[src/rtl/hbt_pkg.sv]
package hbt_pkg;
  // Configuration word layout
  localparam int HDIV_LSB = 0;
  localparam int HDIV_W   = 6;
  localparam int GAP_LSB  = 6;
  localparam int WIN_LSB  = 11;
  localparam int CNT_W    = 5;
  localparam int PSEL_LSB = 17;
  localparam int PSEL_W   = 3;
  localparam int EN_BIT   = 31;
  localparam int CFG_W    = 32;
  localparam int NUM_TMR  = 2;
  localparam int TMR_WIN  = 0;
  localparam int TMR_GAP  = 1;

  typedef struct packed {
    logic run;
    logic tick;
    logic winStart;
    logic gapStart;
  } hbt_strobe_t;
endpackage

[src/rtl/hbt_timer.sv]
module hbt_timer #(
  parameter int LEN_W = 5
) (
  input  logic             clk,
  input  logic             rstN,
  input  logic             run,
  input  logic             tick,
  input  logic             start,
  input  logic [LEN_W-1:0] len,
  output logic             done
);
  logic             busy;
  logic [LEN_W-1:0] cnt;

  always_ff @(posedge clk) begin
    if (!rstN || !run) begin
      busy <= 1'b0;
      cnt  <= '0;
    end else if (start) begin
      busy <= 1'b1;
      cnt  <= '0;
    end else if (busy && tick) begin
      if (cnt == len) busy <= 1'b0;
      else            cnt  <= cnt + 1'b1;
    end
  end

  assign done = run && busy && tick && (cnt == len);

  // a done pulse not coincident with a restart lasts one cycle
  assert_done_single_R5_R6: assert property (@(posedge clk) disable iff (!rstN)
    (done && !start) |=> !done);
  // a running count never passes its programmed length
  assert_cnt_bound_R7: assert property (@(posedge clk) disable iff (!rstN)
    busy |-> (cnt <= len));
  // dropping the run strobe leaves the timer idle one cycle later
  assert_abort_R10: assert property (@(posedge clk) disable iff (!rstN)
    $fell(run) |=> !busy);
endmodule

[src/rtl/hbt_ctrl.sv]
module hbt_ctrl
  import hbt_pkg::*;
#(
  parameter int PS_MAX_LOG = 4
) (
  input  logic             clk,
  input  logic             rstN,
  input  logic             cfgWe,
  input  logic [CFG_W-1:0] cfgWord,
  input  logic             winStartIn,
  input  logic             gapStartIn,
  output hbt_strobe_t      strobe,
  output logic [CNT_W-1:0] winLen,
  output logic [CNT_W-1:0] gapLen
);
  localparam int PS_W = PS_MAX_LOG;

  logic              enQ;
  logic [HDIV_W-1:0] hdivQ;
  logic [CNT_W-1:0]  gapQ;
  logic [CNT_W-1:0]  winQ;
  logic [PSEL_W-1:0] pselQ;
  logic [PSEL_W-1:0] psLog;
  logic [PS_W-1:0]   psMask;
  logic [PS_W-1:0]   psCnt;
  logic [HDIV_W-1:0] hbCnt;
  logic              psTick;
  logic              tick;
  logic              unusedCfg;

  assign unusedCfg = ^{cfgWord[EN_BIT-1:PSEL_LSB+PSEL_W], cfgWord[PSEL_LSB-1:WIN_LSB+CNT_W]};

  // Configuration register: whole word only while disabled
  always_ff @(posedge clk) begin
    if (!rstN) begin
      enQ   <= 1'b0;
      hdivQ <= '0;
      gapQ  <= '0;
      winQ  <= '0;
      pselQ <= '0;
    end else if (cfgWe) begin
      enQ <= cfgWord[EN_BIT];
      if (!enQ) begin
        hdivQ <= cfgWord[HDIV_LSB +: HDIV_W];
        gapQ  <= cfgWord[GAP_LSB  +: CNT_W];
        winQ  <= cfgWord[WIN_LSB  +: CNT_W];
        pselQ <= cfgWord[PSEL_LSB +: PSEL_W];
      end
    end
  end

  assign psLog  = (pselQ > PSEL_W'(PS_MAX_LOG)) ? PSEL_W'(PS_MAX_LOG) : pselQ;
  assign psMask = PS_W'((32'd1 << psLog) - 32'd1);
  assign psTick = (psCnt == psMask);
  assign tick   = enQ && psTick && (hbCnt == hdivQ);

  // Prescaler and half-bit divider
  always_ff @(posedge clk) begin
    if (!rstN || !enQ) begin
      psCnt <= '0;
      hbCnt <= '0;
    end else begin
      psCnt <= psTick ? '0 : psCnt + 1'b1;
      if (psTick) hbCnt <= (hbCnt == hdivQ) ? '0 : hbCnt + 1'b1;
    end
  end

  assign strobe.run      = enQ;
  assign strobe.tick     = tick;
  assign strobe.winStart = enQ && winStartIn;
  assign strobe.gapStart = enQ && gapStartIn;
  assign winLen          = winQ;
  assign gapLen          = gapQ;

  // fields are frozen while the block stays enabled
  assert_cfg_frozen_R9: assert property (@(posedge clk) disable iff (!rstN)
    (enQ && $past(enQ)) |-> $stable({hdivQ, gapQ, winQ, pselQ}));
  // a tick is one cycle wide unless the period is a single cycle
  assert_tick_width_R3: assert property (@(posedge clk) disable iff (!rstN)
    (tick && !(hdivQ == '0 && psLog == '0)) |=> !tick);
  // dividers rest at zero while disabled
  assert_idle_clear_R8: assert property (@(posedge clk) disable iff (!rstN)
    (!enQ && $past(!enQ)) |-> (psCnt == '0 && hbCnt == '0));
endmodule

[src/rtl/hbt_datapath.sv]
module hbt_datapath
  import hbt_pkg::*;
(
  input  logic             clk,
  input  logic             rstN,
  input  hbt_strobe_t      strobe,
  input  logic [CNT_W-1:0] winLen,
  input  logic [CNT_W-1:0] gapLen,
  output logic             winDone,
  output logic             gapDone
);
  logic [NUM_TMR-1:0]            startVec;
  logic [NUM_TMR-1:0]            doneVec;
  logic [NUM_TMR-1:0][CNT_W-1:0] lenVec;

  assign startVec[TMR_WIN] = strobe.winStart;
  assign startVec[TMR_GAP] = strobe.gapStart;
  assign lenVec[TMR_WIN]   = winLen;
  assign lenVec[TMR_GAP]   = gapLen;

  for (genvar i = 0; i < NUM_TMR; i++) begin : g_tmr
    hbt_timer #(.LEN_W(CNT_W)) u_tmr (
      .clk  (clk),
      .rstN (rstN),
      .run  (strobe.run),
      .tick (strobe.tick),
      .start(startVec[i]),
      .len  (lenVec[i]),
      .done (doneVec[i])
    );
  end

  assign winDone = doneVec[TMR_WIN];
  assign gapDone = doneVec[TMR_GAP];

  // no expiry while the block is off
  assert_no_done_off_R8: assert property (@(posedge clk) disable iff (!rstN)
    !strobe.run |-> (doneVec == '0));
endmodule

[src/rtl/pd_hbit_timer.sv]
module pd_hbit_timer
  import hbt_pkg::*;
(
  input  logic        clk,
  input  logic        rstN,
  input  logic        cfgWe,
  input  logic [31:0] cfgWord,
  input  logic        winStart,
  input  logic        gapStart,
  output logic        hbitTick,
  output logic        winDone,
  output logic        gapDone
);
  hbt_strobe_t      strobe;
  logic [CNT_W-1:0] winLen;
  logic [CNT_W-1:0] gapLen;

  hbt_ctrl #(.PS_MAX_LOG(4)) u_ctrl (
    .clk       (clk),
    .rstN      (rstN),
    .cfgWe     (cfgWe),
    .cfgWord   (cfgWord),
    .winStartIn(winStart),
    .gapStartIn(gapStart),
    .strobe    (strobe),
    .winLen    (winLen),
    .gapLen    (gapLen)
  );

  hbt_datapath u_dp (
    .clk    (clk),
    .rstN   (rstN),
    .strobe (strobe),
    .winLen (winLen),
    .gapLen (gapLen),
    .winDone(winDone),
    .gapDone(gapDone)
  );

  assign hbitTick = strobe.tick;
endmodule

[config.mk]
export PLATFORM = sky130hd
export DESIGN_NAME = pd_hbit_timer
export DESIGN_NICKNAME = d
export VERILOG_FILES = /design/src/rtl/hbt_pkg.sv /design/src/rtl/hbt_timer.sv /design/src/rtl/hbt_ctrl.sv /design/src/rtl/hbt_datapath.sv /design/src/rtl/pd_hbit_timer.sv
export SDC_FILE = /design/constraint.sdc
export NUM_CORES = 1
export LEC_CHECK = 0
export BUFFER_PORTS_ARGS = -buffer_cell sky130_fd_sc_hd__buf_2
export CAP_MARGIN = 20
export CORE_ASPECT_RATIO = 0.9
export CORE_MARGIN = 4
export CORE_UTILIZATION = 49
export CTS_CLUSTER_DIAMETER = 60
export DETAILED_ROUTE_END_ITERATION = 10
export PLACE_DENSITY = 0.75
export SYNTH_ARGS = -nofsm -noshare
export SYNTH_HDL_FRONTEND = slang
export SYNTH_SLANG_ARGS = --single-unit
[constraint.sdc]
create_clock -name clk -period 1.95 [get_ports clk]
set_clock_uncertainty 0.05 [all_clocks]
set_input_delay 0.0975 -clock clk [delete_from_list [all_inputs] [get_ports clk]]
set_output_delay 0.0975 -clock clk [all_outputs]
set_load 0.03 [all_outputs]
# After elaboration in Yosys (flattened, before gate mapping)
# Cells that the tools add are included.
[word_totals]
reg_bits = 42
input_bits = 37
output_inout_bits = 3
wordCells = 60
[op_classes]
n_addsub = 5
magnitude_cmp = 1
n_eq_ne = 4
shifts = 1
muxes = 8
n_bitwise = 3
reduce_logical = 27
[op_table]
columns = ["operator", "n"]
rows = [
  ["$logic_and 1x1->1", 12],
  ["$add 5x1->5 const B", 2],
  ["$eq 5x5->1", 2],
  ["$reduce_and 2->1", 5],
  ["$reduce_bool 2->1", 4],
  ["$add 6x1->6 const B", 1],
  ["$eq 6x6->1", 1],
  ["$mux 1", 6],
  ["$mux 6", 1],
  ["$reduce_or 2->1", 3],
  ["$add 4x1->4 const B", 1],
  ["$eq 4x4->1", 1],
  ["$shl 1x3->4 const A", 1],
  ["$sub 4x1->4 const B", 1],
  ["$gt 3x3->1 const B", 1],
  ["$mux 3", 1],
  ["$not 1->1", 3],
  ["$logic_not 1->1", 2],
  ["$logic_or 1x1->1", 1],
]

# Longest topological paths before layout
# Gate-level depths: netlist of run 1.
[logic_depth]
depth_word = 10
mapped_depth = 6
mapped_depth_nobuf = 5

# Modules after synthesis
# A second synthesis of run 1 with hierarchy kept.
[unflattened]
hier_cells = 247
area_unflattened_um2 = 2142.1
[by_module_without_submodules]
columns = ["mod", "n_inst", "cells_each", "area_per_inst_um2", "seq_area_each_um2"]
rows = [
  ["hbt_ctrl", 1, 157, 1371.3, 600.6],
  ["hbt_timer", 2, 45, 385.4, 120.1],
]

# Worst setup path before layout of run 1
# No wires, ideal clock.
[synth_path]
kind = "flip-flop to output port"
from = "register u_ctrl.psCnt[1]"
to = "output gapDone"
arrival_time_ps = 2357
required_time_ps = 1803
setup_slack_ps = -555
path_stages_with_launch = 6
n_path_buf = 0
cell_sequence = "dfxtp_1 or4bb_1 o22ai_2 o21ai_0 nor3_1 and3_1"
[synth_via]
elab_chain_cells = 5
[synth_lines]
columns = ["element", "line", "rtl"]
rows = [
  ["start, declared", "hbt_ctrl.sv:25", "logic [PS_W-1:0] psCnt;"],
  ["start signal, assigned", "hbt_ctrl.sv:63", "psCnt <= psTick ? '0 : psCnt + 1'b1;"],
  ["$eq 4x4->1", "hbt_ctrl.sv:54", "assign psTick = (psCnt == psMask);"],
  ["$logic_and 1x1->1 (2 in a row)", "hbt_ctrl.sv:55", "assign tick = enQ && psTick && (hbCnt == hdivQ);"],
  ["named net hbitTick", "pd_hbit_timer.sv:10", "output logic hbitTick,"],
  ["$logic_and 1x1->1 (2 in a row)", "hbt_timer.sv:28", "assign done = run && busy && tick && (cnt == len);"],
  ["end, declared", "pd_hbit_timer.sv:12", "output logic gapDone"],
]
# The timed path passes the listed nets, and every way through them passes these cells.

# Final worst setup path of run 1
[layout_path]
from = "register u_ctrl.psCnt[1]"
to = "output winDone"
[layout_via]
elab_chain_cells = 5
[layout_lines]
columns = ["element", "line", "rtl"]
rows = [
  ["$eq 4x4->1", "hbt_ctrl.sv:54", ""],
  ["$logic_and 1x1->1 (2 in a row)", "hbt_ctrl.sv:55", ""],
  ["$logic_and 1x1->1 (2 in a row)", "hbt_timer.sv:28", ""],
  ["end, declared", "pd_hbit_timer.sv:11", "output logic winDone,"],
]
# Every way passes these cells.

==> impl_metrics.csv, run 1 <==
group,metric,value,unit
drt,num_vias,1900,
synthesis,synth_cell_types,32,
worst_setup_path,required,1.80,ns
worst_hold_path,hold-path-endpoint,"u_ctrl.winLen[0]",
status,violations,"setup timing",
power,vdd_drop_max,0.000518,V
clocking,clockBufferDepth,2,
drt,dr.pass1.iters,4,
final_layout,fin_area,2850,µm²
timing,clock.fmax,0.441,GHz
clocking,clock_tree.htree_level_count,2,
timing,hold_viol_final,0,
worst_setup_path,worst-r2r-cell-count,7,
worst_setup_path,critPathKind,"register to output pin",
synthesis,syn_inst,241,
place,port_buffers,27,
drt,drt-initial-drc-count,101,
floorplanning,die_w,75.7,µm
worst_setup_path,r2r-end,"u_dp.g_tmr[1].u_tmr.cnt[3]",
timing,relSlewSlack,64.1,%
place,placed_area,2420,µm²
timing,setup_violations,20,
worst_hold_path,min_from,"cfgWord[11]",
power,p_leak,0.00114,µW
worst_setup_path,reg2reg_setup_slack,-0.30,ns
timing,rsz0062_at_grt,"true",
floorplanning,ios,40,
status,status,"finished with violations",
worst_hold_path,holdPathStages,3,
global_routing,antenna_found_initial,0,
worst_setup_path,arrival,2.12,ns
power,pwr-share-clk,31.2,%
timing,setup_slack,-0.320,ns
drt,drc,0,
worst_setup_path,startpoint_type,"register",
synthesis,synth_seq_cells,42,
timing,worst-slew-pin-transition,0.537,ns
clocking,cts_root_buffer,"clkbuf_8",
global_routing,grt_max_degree,14,
floorplanning,die_y,68.9,µm
final_layout,antennaDiodeCount,0,
final_layout,fin_nets,356,
synthesis,yosysSeqAreaShare,41.6,%
drt,wl,5.17,mm
power,p_int,1330,µW
final_layout,drive_gt1_share,32.8,%
worst_hold_path,min_path_type,"primary input to register",
timing,period_share,116,%
power,power_density,636,nW/µm²
final_layout,stdcell_count,360,
place,dpl.hpwl,3.49,mm
floorplanning,coreArea,3840,µm²
synthesis,synth_nets,282,
clocking,cts.sinks,42,
global_routing,grt_first_pass_wirelength,8.84,mm
power,seqPwrFrac,50.0,%
power,p_comb_share,18.8,%
global_routing,grt_usage,22.7,%
floorplanning,die_area,5220,µm²
worst_setup_path,reg2reg_from,"u_ctrl.psCnt[1]",
final_layout,areaGrowthSynthToFinish,41.2,%
clocking,clk_latency,0.30,ns
floorplanning,placementRows,21,
drt,drt-wirelength-per-cell,14.3,µm
power,p_switching,485,µW
timing,drv_slew,0,
flow_run,drv_cap,0,
floorplanning,initial_core_util,52.7,%
synthesis,synth_area,2020,µm²
worst_setup_path,path_max_fanout,3,
synthesis,avgSynthCellArea,8.38,µm²
clocking,cts_inserted_buffers,5,
worst_setup_path,critPathCaptureType,"output pin",
timing,fin_crit,2.27,ns
clocking,cts_tree,"done",
final_layout,fillers,288,
drt,avgViaCountPerCell,5.28,
global_routing,first_global_vias,2000,
global_routing,gr-total-overflow,0,
power,switching_share,26.8,%
drt,ant_nets,0,
place,placed_cells,334,
clocking,path_clk_slew,0.08,ns
place,gp_congestion,0.854,
synthesis,ys_warn_count,0,
routing by layer:
layer,wire (µm),GRT usage [%],share of wire [%]
met5,0,0,0
met3,258,6.23,5.0
met2,2470,37.9,48
met4,79,8.08,1.5
met1,2360,27.8,46
registers in the layout, indices dropped and copies added (netlist names):
name	cells
u_ctrl.winLen	5
u_ctrl.enQ	1
u_ctrl.hdivQ	6
u_ctrl.gapLen	5
u_ctrl.pselQ	3
u_dp.g_tmr.u_tmr.busy	2
u_ctrl.hbCnt	6
u_dp.g_tmr.u_tmr.cnt	10
u_ctrl.psCnt	4
final cells by class:
cell class	instances	area (µm²)	area share, %
clock buffer	6	82.6	2.89
inverter	7	26.3	0.921
multi-input combinational	184	1270	44.6
sequential	42	843	29.6
tap	46	57.6	2.02
timing repair buffer	75	571	20.0
what timing repair did:
action                                 CTS  global route
endpoints found under the hold margin   12             0
resized for setup                       27            15
setup buffers                            6             1
setup endpoints to repair               17            22
hold buffers                            12             0
cloned                                   1             0
pin swaps                               23             2
logic make-up after synthesis:
group,synth area share (%)
mux,1.49
flops,41.6
compound gates,19.3
xor+xnor,8.67
buf+inv,2.79
fa+ha+maj,2.48
simple gates,23.7
cells in the final DEF (no fill, tap or decap), types with 3 or more instances in the layout:
master	n
nand3_1	10
dfxtp_1	40
or2_2	3
xnor2_1	11
a21oi_1	7
o211ai_1	3
or4_4	4
o31ai_1	6
nor2_1	7
clkbuf_8	6
inv_1	7
or3_1	3
mux2i_1	3
ha_1	4
a21oi_2	8
o22ai_1	3
xor2_1	9
or4_1	3
a21boi_0	19
buf_4	29
nand2_1	54
buf_2	24
buf_6	10
dlygate4sd3_1	12
Yosys cell counts:
master | n | area share (%)
nand2_1 | 55 | 10
dfxtp_1 | 42 | 42
a21boi_0 | 19 | 7.1
a21oi_1 | 15 | 3.7
xnor2_1 | 11 | 4.8
nand3_1 | 10 | 2.5
nor2_1 | 9 | 1.7
xor2_1 | 9 | 3.9
inv_1 | 7 | 1.3
o31ai_1 | 7 | 2.6
or4_1 | 7 | 2.6
clkbuf_1 | 6 | 1.1
or3_1 | 5 | 1.5
ha_1 | 4 | 2.5
and3_1 | 3 | 0.93
mux2i_1 | 3 | 1.5
o211ai_1 | 3 | 1.1
o21ai_0 | 3 | 0.74
o22ai_1 | 3 | 0.93
o41ai_1 | 3 | 1.3
or2_2 | 3 | 0.93
buf_1 | 2 | 0.37
nor2b_1 | 2 | 0.62
nor3_1 | 2 | 0.50
and2_1 | 1 | 0.31
and4_1 | 1 | 0.43
nand2b_1 | 1 | 0.31
nor4_2 | 1 | 0.62
o2111ai_1 | 1 | 0.43
o2111ai_2 | 1 | 0.74
o22ai_2 | 1 | 0.62
or4bb_1 | 1 | 0.56
worst max path at each step:
stage	from	to	slack [ns]	cells past startpoint
finish	u_ctrl.psCnt[1]	winDone	-0.32	7
global route	u_ctrl.psCnt[1]	winDone	-0.37	7
CTS	u_ctrl.psCnt[3]	winDone	-0.32	7
detailed placement	u_ctrl.pselQ[2]	u_dp.g_tmr[0].u_tmr.cnt[3]	-0.20	6
global placement	u_ctrl.pselQ[2]	u_dp.g_tmr[0].u_tmr.cnt[3]	-0.10	6
floorplan	u_ctrl.pselQ[2]	gapDone	-0.04	5
worst max-delay path, stage by stage, from the launching register on:
cell     delay (ns)
dfxtp_2        0.34
or4bb_1        0.52
o22ai_2        0.22
buf_4          0.16
o21ai_4        0.06
nor3_4         0.18
and3_4         0.22
buf_6          0.12
power by group through the flow:
stage               sequential, µW  clock [µW]  combinational (µW)
finish                         906         566                 340
global route                   910         604                 375
CTS                            906         570                 330
detailed placement             926           0                 267
global placement               924           0                 262
floorplan                      921           0                 149
through the flow:
step           util (%)  TNS (ns)  hold slack, ns  total power (µW)  setup slack [ns]
2_1_floorplan         -   -0.0906           0.192              1070           -0.0416
3_5_place_dp       63.1     -1.67           0.306              1190            -0.198
5_1_grt            74.4     -4.70          0.0214              1890            -0.368
4_1_cts            72.6     -3.43         0.00111              1810            -0.318
6_report           74.4     -3.66         0.00356              1810            -0.320
3_3_place_gp       63.1    -0.751           0.298              1190            -0.104
(Power assumes the default switching activity.)
==> run 2: changes to the inputs <==
Settings changed: RECOVER_POWER set to 25.
==> impl_metrics.csv, run 2 (synthesis gave the netlist of run 1 again) <==
group,metric,value,unit
floorplanning,die_y,68.9,µm
clocking,clock_tree.htree_level_count,2,
place,port_buffers,27,
final_layout,regMostFlops,"u_dp.g_tmr.u_tmr.cnt",
floorplanning,die_w,75.7,µm
final_layout,largest_reg_flops,10,
final_layout,final_common_cell,"nand2_1",
clocking,cts_root_buffer,"clkbuf_8",
worst_setup_path,startpoint_type,"register",
power,p_switching,486,µW
status,violations,"setup timing",
power,switching_share,26.8,%
worst_setup_path,required,1.80,ns
global_routing,grt_usage,22.7,%
power,pwr-share-clk,31.3,%
place,gp_congestion,0.854,
power,vdd_drop_max,0.000519,V
worst_setup_path,critPathTopFamily,"simple AND/OR/NAND/NOR gates",
timing,period_share,116,%
drt,maxUsedRoutingLayer,"met4",
timing,fin_tns_setup,-3.65,ns
power,p_comb_share,18.6,%
floorplanning,initial_core_util,52.7,%
worst_setup_path,arrival,2.12,ns
final_layout,reg_top3,"u_dp.g_tmr.u_tmr.cnt x10, u_ctrl.hbCnt x6, u_ctrl.hdivQ x6",
timing,relSlewSlack,64.1,%
timing,drv_slew,0,
floorplanning,die_area,5220,µm²
clocking,cts_tree,"done",
drt,wl_met1,2.36,mm
clocking,clockBufferDepth,2,
drt,wl_met2,2.46,mm
timing,clock.fmax,0.441,GHz
drt,wl_met3,257,µm
timing,setup_slack,-0.320,ns
global_routing,grt_max_degree,14,
worst_setup_path,path_max_fanout,3,
global_routing,antenna_found_initial,0,
drt,drt-wirelength-per-cell,14.3,µm
worst_setup_path,critPathBufInv,2,
drt,drc,0,
global_routing,gr-total-overflow,0,
final_layout,fillers,290,
drt,wl,5.16,mm
timing,hold_ws,0.00314,ns
floorplanning,coreArea,3840,µm²
final_layout,final_cell_mix,"54 x nand2_1, 40 x dfxtp_1, 27 x buf_4, 24 x buf_2, 19 x a21boi_0",
drt,ant_nets,0,
clocking,path_clk_slew,0.08,ns
place,dpl.hpwl,3.49,mm
power,p_int,1330,µW
global_routing,first_global_vias,2000,
power,power_density,636,nW/µm²
timing,worst-slew-pin-transition,0.537,ns
final_layout,fin_nets,356,
worst_setup_path,critical_path.cell_chain,"or4bb_1 -> o22ai_2 -> buf_4 -> o21ai_4 -> nor3_4 -> and3_4 -> buf_6",
floorplanning,ios,40,
clocking,clk_latency,0.30,ns
status,status,"finished with violations",
timing,hold_viol_final,0,
drt,num_vias,1906,
drt,drt-initial-drc-count,101,
worst_setup_path,critPathCaptureType,"output pin",
flow_run,drv_cap,0,
drt,dr.pass1.iters,4,
timing,setup_violations,20,
final_layout,antennaDiodeCount,0,
power,p_leak,0.00114,µW
clocking,cts_inserted_buffers,5,
worst_setup_path,crit_slowest_cell,"or4bb_1",
clocking,cts.sinks,42,
timing,rsz0062_at_grt,"true",
power,seqPwrFrac,50.1,%
worst_setup_path,critPathMaxStageDelay,0.52,ns
worst_setup_path,critPathKind,"register to output pin",
global_routing,grt_first_pass_wirelength,8.84,mm
floorplanning,placementRows,21,
final_layout,areaGrowthSynthToFinish,40.8,%
timing,fin_crit,2.27,ns
worst_hold_path,min_path_type,"primary input to register",
final_layout,drive_gt1_share,32.2,%
drt,avgViaCountPerCell,5.29,
-- run 2: power by group through the flow --
stage                     combinational (µW)  clock [µW]  sequential, µW
after floorplan                          149           0             921
after global routing                     372         604             910
after CTS                                330         570             906
after detailed placement                 267           0             926
after global placement                   262           0             924
final                                    338         567             906
-- run 2: per-layer routing --
metal  track usage, %  vias up
li1                 -      985
met1             27.8      869
met2             37.9       41
met3             6.23       11
met4             8.08        0
met5                0        -
-- run 2: worst paths after layout --
kind	start	endpoint	slack (ns)	cells past startpoint
worst min-delay path	cfgWord[11]	u_ctrl.winLen[0]	0.003	3
worst max-delay path	u_ctrl.psCnt[1]	winDone	-0.32	7
worst min register to register	u_ctrl.gapLen[1]	u_ctrl.gapLen[1]	0.43	2
worst max register to register	u_ctrl.psCnt[1]	u_dp.g_tmr[1].u_tmr.cnt[3]	-0.30	7
-- run 2: cell type report --
type                       count  area [µm²]  share of cell area (%)
multi-input combinational    184        1270                    44.7
inverter                       7        26.3                   0.923
tap                           46        57.6                    2.02
clock buffer                   6        82.6                    2.90
timing repair buffer          75         563                    19.8
sequential                    42         843                    29.6
-- run 2: worst reg2reg max path: cells and delay by family (launching register included) --
family,cells,cell delay [ns]
flops,1,0.34
simple gates,2,0.99
compound gates,3,0.48
buf+inv,2,0.32
-- run 2: timing repair --
item,in CTS,in global routing
cloned,1,0
hold endpoints to repair,12,0
hold buffers,12,0
setup buffers,6,1
resized for setup,27,15
pin swaps,23,2
endpoints found under the setup margin,17,22
-- run 2: per-stage QoR --
stage	cell area (µm²)	setup slack (ns)	util (%)	power, µW	instances
6_report	2850	-0.320	74.2	1810	360
5_1_grt	2850	-0.368	74.2	1890	360
4_1_cts	2790	-0.318	72.6	1810	359
3_5_place_dp	2420	-0.198	63.1	1190	334
3_3_place_gp	2420	-0.104	63.1	1190	334
2_1_floorplan	2050	-0.0416	-	1070	241
==> run 3: changes to the inputs <==
Settings changed: CORE_UTILIZATION 49 to 54, PLACE_DENSITY 0.75 to 0.78.
Clock period 1.95 ns to 2.4 ns, I/O delays scaled along.
==> impl_metrics.csv, run 3 (synthesis gave the netlist of run 1 again) <==
group,metric,value,unit
global_routing,first_global_vias,1601,
power,power.total,1330,µW
worst_setup_path,startpoint_type,"register",
place,gp_congestion,0.841,
worst_setup_path,reg2reg_from,"u_ctrl.psCnt[3]",
final_layout,drive_gt1_share,17.2,%
drt,drt-wirelength-per-cell,13.3,µm
drt,drc,0,
final_layout,seqCellArea,843,µm²
floorplanning,placementRows,20,
clocking,hold_buffers,0,
clocking,cts.sinks,42,
status,status,"finished clean",
power,p_comb_share,13.6,%
timing,period_share,96.3,%
flow_run,drv_cap,0,
timing,worst-slew-pin-transition,0.705,ns
worst_setup_path,crit_slowest_cell,"or4bb_1",
clocking,clock_tree.htree_level_count,2,
drt,wl,4.23,mm
power,switching_share,25.4,%
floorplanning,die_area,4790,µm²
timing,clock.fmax,0.433,GHz
worst_setup_path,critPathMaxStageDelay,0.51,ns
timing,hold_viol_final,0,
global_routing,grt_first_pass_wirelength,7.11,mm
drt,avgViaCountPerCell,5.54,
timing,drv_slew,0,
timing,fin_tns_setup,0,ns
clocking,clockBufferDepth,2,
worst_setup_path,arrival,2.14,ns
clocking,cts_root_buffer,"clkbuf_8",
final_layout,fin_nets,314,
drt,ant_nets,0,
power,power_density,576,nW/µm²
global_routing,grt_max_degree,23,
power,p_leak,0.000896,µW
drt,drt-initial-drc-count,93,
worst_setup_path,path_max_fanout,4,
final_layout,final_common_cell,"nand2_1",
timing,hold_ws,0.0211,ns
power,pwr-share-clk,31.3,%
clocking,clk_latency,0.29,ns
floorplanning,die_w,72.5,µm
floorplanning,die_y,66.0,µm
clocking,cts_tree,"done",
final_layout,multi_input_area,1130,µm²
final_layout,regMostFlops,"u_dp.g_tmr.u_tmr.cnt",
global_routing,gr-total-overflow,0,
final_layout,areaGrowthSynthToFinish,14.7,%
drt,num_vias,1755,
final_layout,stdcell_count,317,
clocking,path_clk_slew,0.08,ns
floorplanning,initial_core_util,58.1,%
worst_setup_path,critical_path.cell_chain,"or4bb_1 -> o22ai_2 -> o21ai_2 -> nor3_2 -> and3_1 -> buf_4",
final_layout,largest_reg_flops,10,
final_layout,reg_top3,"u_dp.g_tmr.u_tmr.cnt x10, u_ctrl.hbCnt x6, u_ctrl.hdivQ x6",
place,placed_cells,309,
final_layout,fillers,295,
worst_hold_path,min_from,"cfgWord[3]",
clocking,cts_inserted_buffers,5,
drt,dr.pass1.iters,4,
power,seqPwrFrac,55.2,%
timing,setup_violations,0,
global_routing,antenna_found_initial,0,
power,p_switching,339,µW
floorplanning,coreArea,3480,µm²
global_routing,grt_usage,19.1,%
power,p_int,995,µW
worst_hold_path,min_path_type,"primary input to register",
final_layout,antennaDiodeCount,0,
floorplanning,ios,40,
power,vdd_drop_max,0.000549,V
worst_setup_path,worstSetupStartpoint,"u_ctrl.psCnt[3]",
place,dpl.hpwl,3.02,mm
final_layout,final_cell_mix,"55 x nand2_1, 40 x dfxtp_1, 25 x buf_2, 19 x a21boi_0, 15 x a21oi_1",
worst_setup_path,critPathCaptureType,"output pin",
timing,relSlewSlack,52.9,%
place,port_buffers,27,
timing,fin_crit,2.31,ns
worst_setup_path,critPathKind,"register to output pin",
worst_setup_path,required,2.23,ns
[run 3: changes by cell type in the layout (fill, tap and decap cells not counted), sizes merged]
cell and change:
buf -29, dlygate4sd3 -12
[run 3: layout make-up]
| type | count | area share [%] |
|---|---|---|
| Multi-Input combinational cell | 184 | 48.8 |
| Timing Repair Buffer | 33 | 7.99 |
| Inverter | 7 | 1.13 |
| Sequential cell | 42 | 36.4 |
| Clock buffer | 7 | 3.29 |
| Tap cell | 44 | 2.37 |
[run 3: per-stage QoR]
step	util (%)	setup slack, ns	cell area [µm²]
finish	66.7	0.0899	2320
global placement	63.9	0.219	2220
floorplan	-	0.175	2030
global route	66.7	-0.00131	2320
CTS	66.1	0.00385	2300
detailed placement	63.9	0.183	2220
[run 3: per-layer routing]
metal  vias up  GRT usage, %  wire (µm)
met3         6          4.56        261
met5         -             0          0
met4         0          4.84         39
met1       787          24.8       1990
met2        51          31.7       1930
li1        911             -          -
[run 3: critical path: cells and delay by family, from the launching register on]
family | cells | cell delay (ns)
AO/OA/AOI/OAI | 2 | 0.38
buffers and inverters | 1 | 0.16
flip-flops | 1 | 0.34
AND/OR/NAND/NOR | 3 | 0.97
[run 3: final timing paths]
check                               end  slack, ns  depth (start not counted)
max                             winDone       0.09                          6
min                     u_ctrl.hdivQ[3]       0.02                          3
max reg2reg  u_dp.g_tmr[0].u_tmr.cnt[3]       0.14                          6
min reg2reg            u_ctrl.winLen[2]       0.43                          2
[run 3: repair_timing]
action                     4_1_cts  5_1_grt
gates resized for setup          0        9
setup buffers                    0        1
setup endpoints to repair        0        2
[run 3: power groups by stage]
stage / sequential, µW / combinational [µW] / clock [µW]
after CTS: 736 / 179 / 429
after detailed placement: 753 / 178 / 0
after global placement: 752 / 176 / 0
after floorplan: 748 / 116 / 0
final: 736 / 181 / 417
after global routing: 739 / 204 / 456
